==> config.mk <==
export PLATFORM = sky130hd
export DESIGN_NAME = console_port
export DESIGN_NICKNAME = d
export VERILOG_FILES = /design/src/rtl/console_port.sv
export SDC_FILE = /design/constraint.sdc
export NUM_CORES = 1
export LEC_CHECK = 0
export BUFFER_PORTS_ARGS = -buffer_cell sky130_fd_sc_hd__buf_4
export CAP_MARGIN = 20
export CORE_UTILIZATION = 32
export DETAILED_ROUTE_END_ITERATION = 8
export GPL_ROUTABILITY_DRIVEN = 0
export HOLD_SLACK_MARGIN = 0.12
export PLACE_DENSITY = 0.77
export SETUP_SLACK_MARGIN = 0.02
export SLEW_MARGIN = 0
export SYNTH_ARGS = -nofsm -noshare
export SYNTH_HDL_FRONTEND = slang
export SYNTH_SLANG_ARGS = --single-unit
==> constraint.sdc <==
create_clock -name clk -period 1.9 [get_ports clk]
set_input_delay 0.095 -clock clk [delete_from_list [all_inputs] [get_ports clk]]
set_output_delay 0.095 -clock clk [all_outputs]
set_load 0.05 [all_outputs]
==> src/rtl/console_port.sv <==
module console_port #(
  parameter int ADDR_W = 32,
  parameter logic [ADDR_W-1:0] BASE = 32'hFFFF_0000
) (
  input  logic              clk,
  input  logic              rst_n,
  input  logic [ADDR_W-1:0] bus_addr,
  input  logic              bus_rd,
  input  logic              bus_wr,
  input  logic [31:0]       bus_wdata,
  output logic [31:0]       bus_rdata,
  input  logic              rx_valid,
  input  logic [7:0]        rx_byte,
  output logic              tx_valid,
  output logic [7:0]        tx_byte,
  input  logic              tx_ready
);
  localparam logic [1:0] SEL_RXS = 2'd0;
  localparam logic [1:0] SEL_RXD = 2'd1;
  localparam logic [1:0] SEL_TXS = 2'd2;
  localparam logic [1:0] SEL_TXD = 2'd3;

  logic       rx_full, rx_ovr, tx_full;
  logic [7:0] rx_hold;

  wire       hit    = (bus_addr[ADDR_W-1:4] == BASE[ADDR_W-1:4]) && (bus_addr[1:0] == 2'b00);
  wire [1:0] sel    = bus_addr[3:2];
  wire       rd_rxs = bus_rd & hit & (sel == SEL_RXS);
  wire       rd_rxd = bus_rd & hit & (sel == SEL_RXD);
  wire       wr_txd = bus_wr & hit & (sel == SEL_TXD);
  wire       tx_take = tx_full & tx_ready;
  wire       rx_load = rx_valid & (~rx_full | rd_rxd);
  wire       rx_lost = rx_valid & rx_full & ~rd_rxd;
  wire       tx_load = wr_txd & (~tx_full | tx_take);

  always_ff @(posedge clk) begin
    if (!rst_n) begin
      rx_full <= 1'b0;
      rx_ovr  <= 1'b0;
      rx_hold <= '0;
    end else begin
      if (rx_load) begin
        rx_full <= 1'b1;
        rx_hold <= rx_byte;
      end else if (rd_rxd) begin
        rx_full <= 1'b0;
      end
      if (rx_lost)     rx_ovr <= 1'b1;
      else if (rd_rxs) rx_ovr <= 1'b0;
    end
  end

  always_ff @(posedge clk) begin
    if (!rst_n) begin
      tx_full <= 1'b0;
      tx_byte <= '0;
    end else if (tx_load) begin
      tx_full <= 1'b1;
      tx_byte <= bus_wdata[7:0];
    end else if (tx_take) begin
      tx_full <= 1'b0;
    end
  end

  assign tx_valid = tx_full;

  always_comb begin
    bus_rdata = '0;
    if (bus_rd && hit) begin
      case (sel)
        SEL_RXS: bus_rdata = {30'd0, rx_ovr, rx_full};
        SEL_RXD: bus_rdata = {24'd0, rx_hold};
        SEL_TXS: bus_rdata = {31'd0, ~tx_full};
        default: bus_rdata = '0;
      endcase
    end
  end
endmodule


==> results by group <==
Timing
  – Total negative slack for setup checks: 0 ps
  – Unrepaired setup endpoints after global routing: false
  – Final cycle utilization of the critical path: 91.9%
  – Count of final max-slew check failures: 0
  – Final hold viol count: 0
  – Final Setup Violations: 0
  – Max Fclk: roughly 0.57 GHz
  – Final critical delay including setup and external delays: between 1500 and 2000 ps
  – Final worst clock skew: between 3 and 4 ps

Logic synthesis
  – Post-Syn Instances: roughly 140
  – Unique masters post-synth: 29
  – Post-synth top flop: dfxtp_1
  – Top post-synthesis cells by count: nand2_1, buf_4, dfxtp_1, mux2i_1, and2_1
  – Yosys warns: 0
  – Share of flip-flops with an asynchronous set or reset after synthesis: 0%
  – Number of synthesized register bits: 19
  – Top post-synthesis cells by area: dfxtp_1, mux2i_1, buf_4, nand2_1, and2_1
  – Top cell type's share of synthesized area: 31.8%
  – Syn avg cell area: 8.43 um2
  – Sequential area share after synthesis: 31.8%
  – Netlist area before placement: 1200 um2
  – Post-synth EDFFs: 0
  – Dominant cell by count in the synthesized netlist: nand2_1
  – Library cell with the largest summed area after synthesis: dfxtp_1

Finish
  – Final Non-Filler Cells: ~280
  – Area growth from synthesis to final layout: 62.6%
  – Final net count: 309
  – Antenna Diode Count: 0
  – Fraction of final layout cells sized beyond drive strength 1: 35.7%
  – Core Util, Final: 56.1%

Floorplan
  – Area of the die: 3990 um2
  – Effective utilization at floorplan: 34.5%
  – Number of placement rows: 21
  – Y dimension of the die: 63.2 um
  – Std-Cell Core Area: 3470 um2
  – Die outline width: 63.2 um
  – Count of boundary I/O pins: 119

Clock tree
  – Maximum root-to-sink buffer count: 2
  – Worst-path clk slew: roughly 70 ps
  – TritonCTS clock tree: done
  – H-Tree Level Count: 1
  – Number of clock buffers inserted by TritonCTS: 3
  – Clock root buffer: clkbuf_8
  – Clock Sinks: 19
  – Insertion delay of the later-clocked pin in the worst-skew pair: 250 ps

Route
  – DR WL/cell: 11.1 um
  – Number of search-and-repair iterations in the first detailed-routing pass: 4
  – # DRC: 0
  – Total detailed-routing wirelength: 3050 um
  – Antenna-violating nets left: 0
  – Vias per inst: approximately 4.4
  – Detailed-route via count: roughly 1200
  – Initial detailed-routing violation count: 22

Global routing
  – Global-route wire length before repair: roughly 5000 um
  – Overall global routing resource usage: 15.6%
  – Antenna violations before repair: 0
  – Via count of the first global-routing pass: 1139
  – Maximum number of pins on one net before global-route repair: 36
  – Leftover overflow at the end of global routing: 0

Worst setup path
  – Capture instance of the worst register-to-register path: tx_byte[3]
  – Arrival time of data at the critical path endpoint: 1650 ps
  – Start of the worst register-to-register path: tx_valid
  – Depth of the worst register-to-register path: 4
  – Kind of start point of the critical path: input port
  – Setup CP Type: input port to output port
  – Endpoint class of the critical path: output port
  – Largest fanout on the critical path: 6
  – Minimum setup slack among reg-to-reg paths: ~670 ps
  – Required time of the worst setup path: between 1500 and 2000 ps

Power
  – Post-layout power: 0.975 mW
  – Worst-case vdd ir drop: 335 uV
  – Areal power density over the cells: 501 nW/um2
  – Leakage: 0.903 nW

Hold path
  – Worst hold path startpoint: rx_valid
  – Worst min-delay path class: input port to flop
  – Worst Hold Depth: 3
  – Hold endpoint: rx_full

Placement
  – Placed Instances: 255
  – Detailed placement HPWL: 2080 um
  – Number of port buffers: 70

Flow run
  – Max-cap check violation count: 0

Outcome
  – Outcome: finished, final reports clean
-- sequential cells by signal, indices dropped and copies added (netlist names) --
register	cells
rx_full	1
rx_hold	8
rx_ovr	1
tx_byte	8
tx_valid	1
-- worst max-delay path, stage by stage --
cell      delay, ps
buf_4           100
nand4b_1        150
or4_4           600
nor3_1          210
buf_4           170
and2_1          130
buf_4           190
-- where the power goes --
part           switching [mW]  internal, mW
Combinational           0.165         0.122
Clock                   0.120         0.149
Sequential            0.00756         0.412
-- layer usage --
metal	track usage [%]	routed length, um	vias up
met5	0	0	-
met4	4.55	13	0
met3	3.62	210	2
met2	30.2	1600	51
met1	16.5	1220	550
li1	-	-	609
-- what timing repair did --
action                     CTS  global route
buffers inserted             0             1
setup endpoints to repair    7             7
pin swaps                    0             3
hold buffers                16             0
gates resized for setup      1             1
hold endpoints to repair    16             0
-- cells by family (layout without fill, tap and decap cells) --
family | count (synthesis) | after routing | share of synthesized area [%]
other | 1 | 24 | 0.313
muxes | 18 | 18 | 15.0
DFF | 19 | 19 | 31.8
AOI/OAI and AO/OA | 8 | 8 | 6.37
and+or+nand+nor | 63 | 63 | 28.0
buffers and inverters | 33 | 98 | 18.5
-- per-stage QoR --
| stage | cell area [um2] | hold WS [ps] | worst slack [ps] |
|---|---|---|---|
| 4_1_cts | 1940 | 181 | 44.8 |
| 5_1_grt | 1950 | 221 | 46.6 |
| 3_5_place_dp | 1730 | 363 | -66.5 |
| 2_1_floorplan | 1300 | 237 | 72.7 |
| 3_3_place_gp | 1730 | 356 | 0.957 |
| 6_report | 1950 | 181 | 154 |
-- final cells by class --
class	instances	area [um2]
clock buffer	4	45.0
sequential	19	380
tap	46	57.6
inverter	3	11.3
fill	336	1520
timing repair buffer	91	752
multi-input combinational	113	701
-- worst max-delay path by stage --
stage	from	cells past startpoint	slack (ps)	end
final	bus_addr[1]	7	150	bus_rdata[3]
after global routing	bus_addr[1]	7	50	bus_rdata[6]
after CTS	bus_addr[11]	6	40	bus_rdata[1]
after detailed placement	bus_addr[0]	6	-70	bus_rdata[1]
after global placement	bus_addr[0]	6	1	tx_byte[4]
after floorplan	bus_addr[0]	5	70	bus_rdata[1]
-- layout by cell type, fill, tap and decap left out, drive strengths merged, types with 2 or more instances in the layout --
| cell type | instances |
|---|---|
| buf | 75 |
| nand2 | 34 |
| conb | 24 |
| dfxtp | 19 |
| mux2i | 18 |
| dlygate4sd3 | 16 |
| and2 | 7 |
| clkbuf | 4 |
| nand4b | 3 |
| nand4 | 3 |
| nor2 | 3 |
| inv | 3 |
| nor4b | 2 |
| nor3 | 2 |
| o31ai | 2 |
| nor4 | 2 |
| nor4bb | 2 |
No activity file was read; power rests on OpenSTA's default activity.
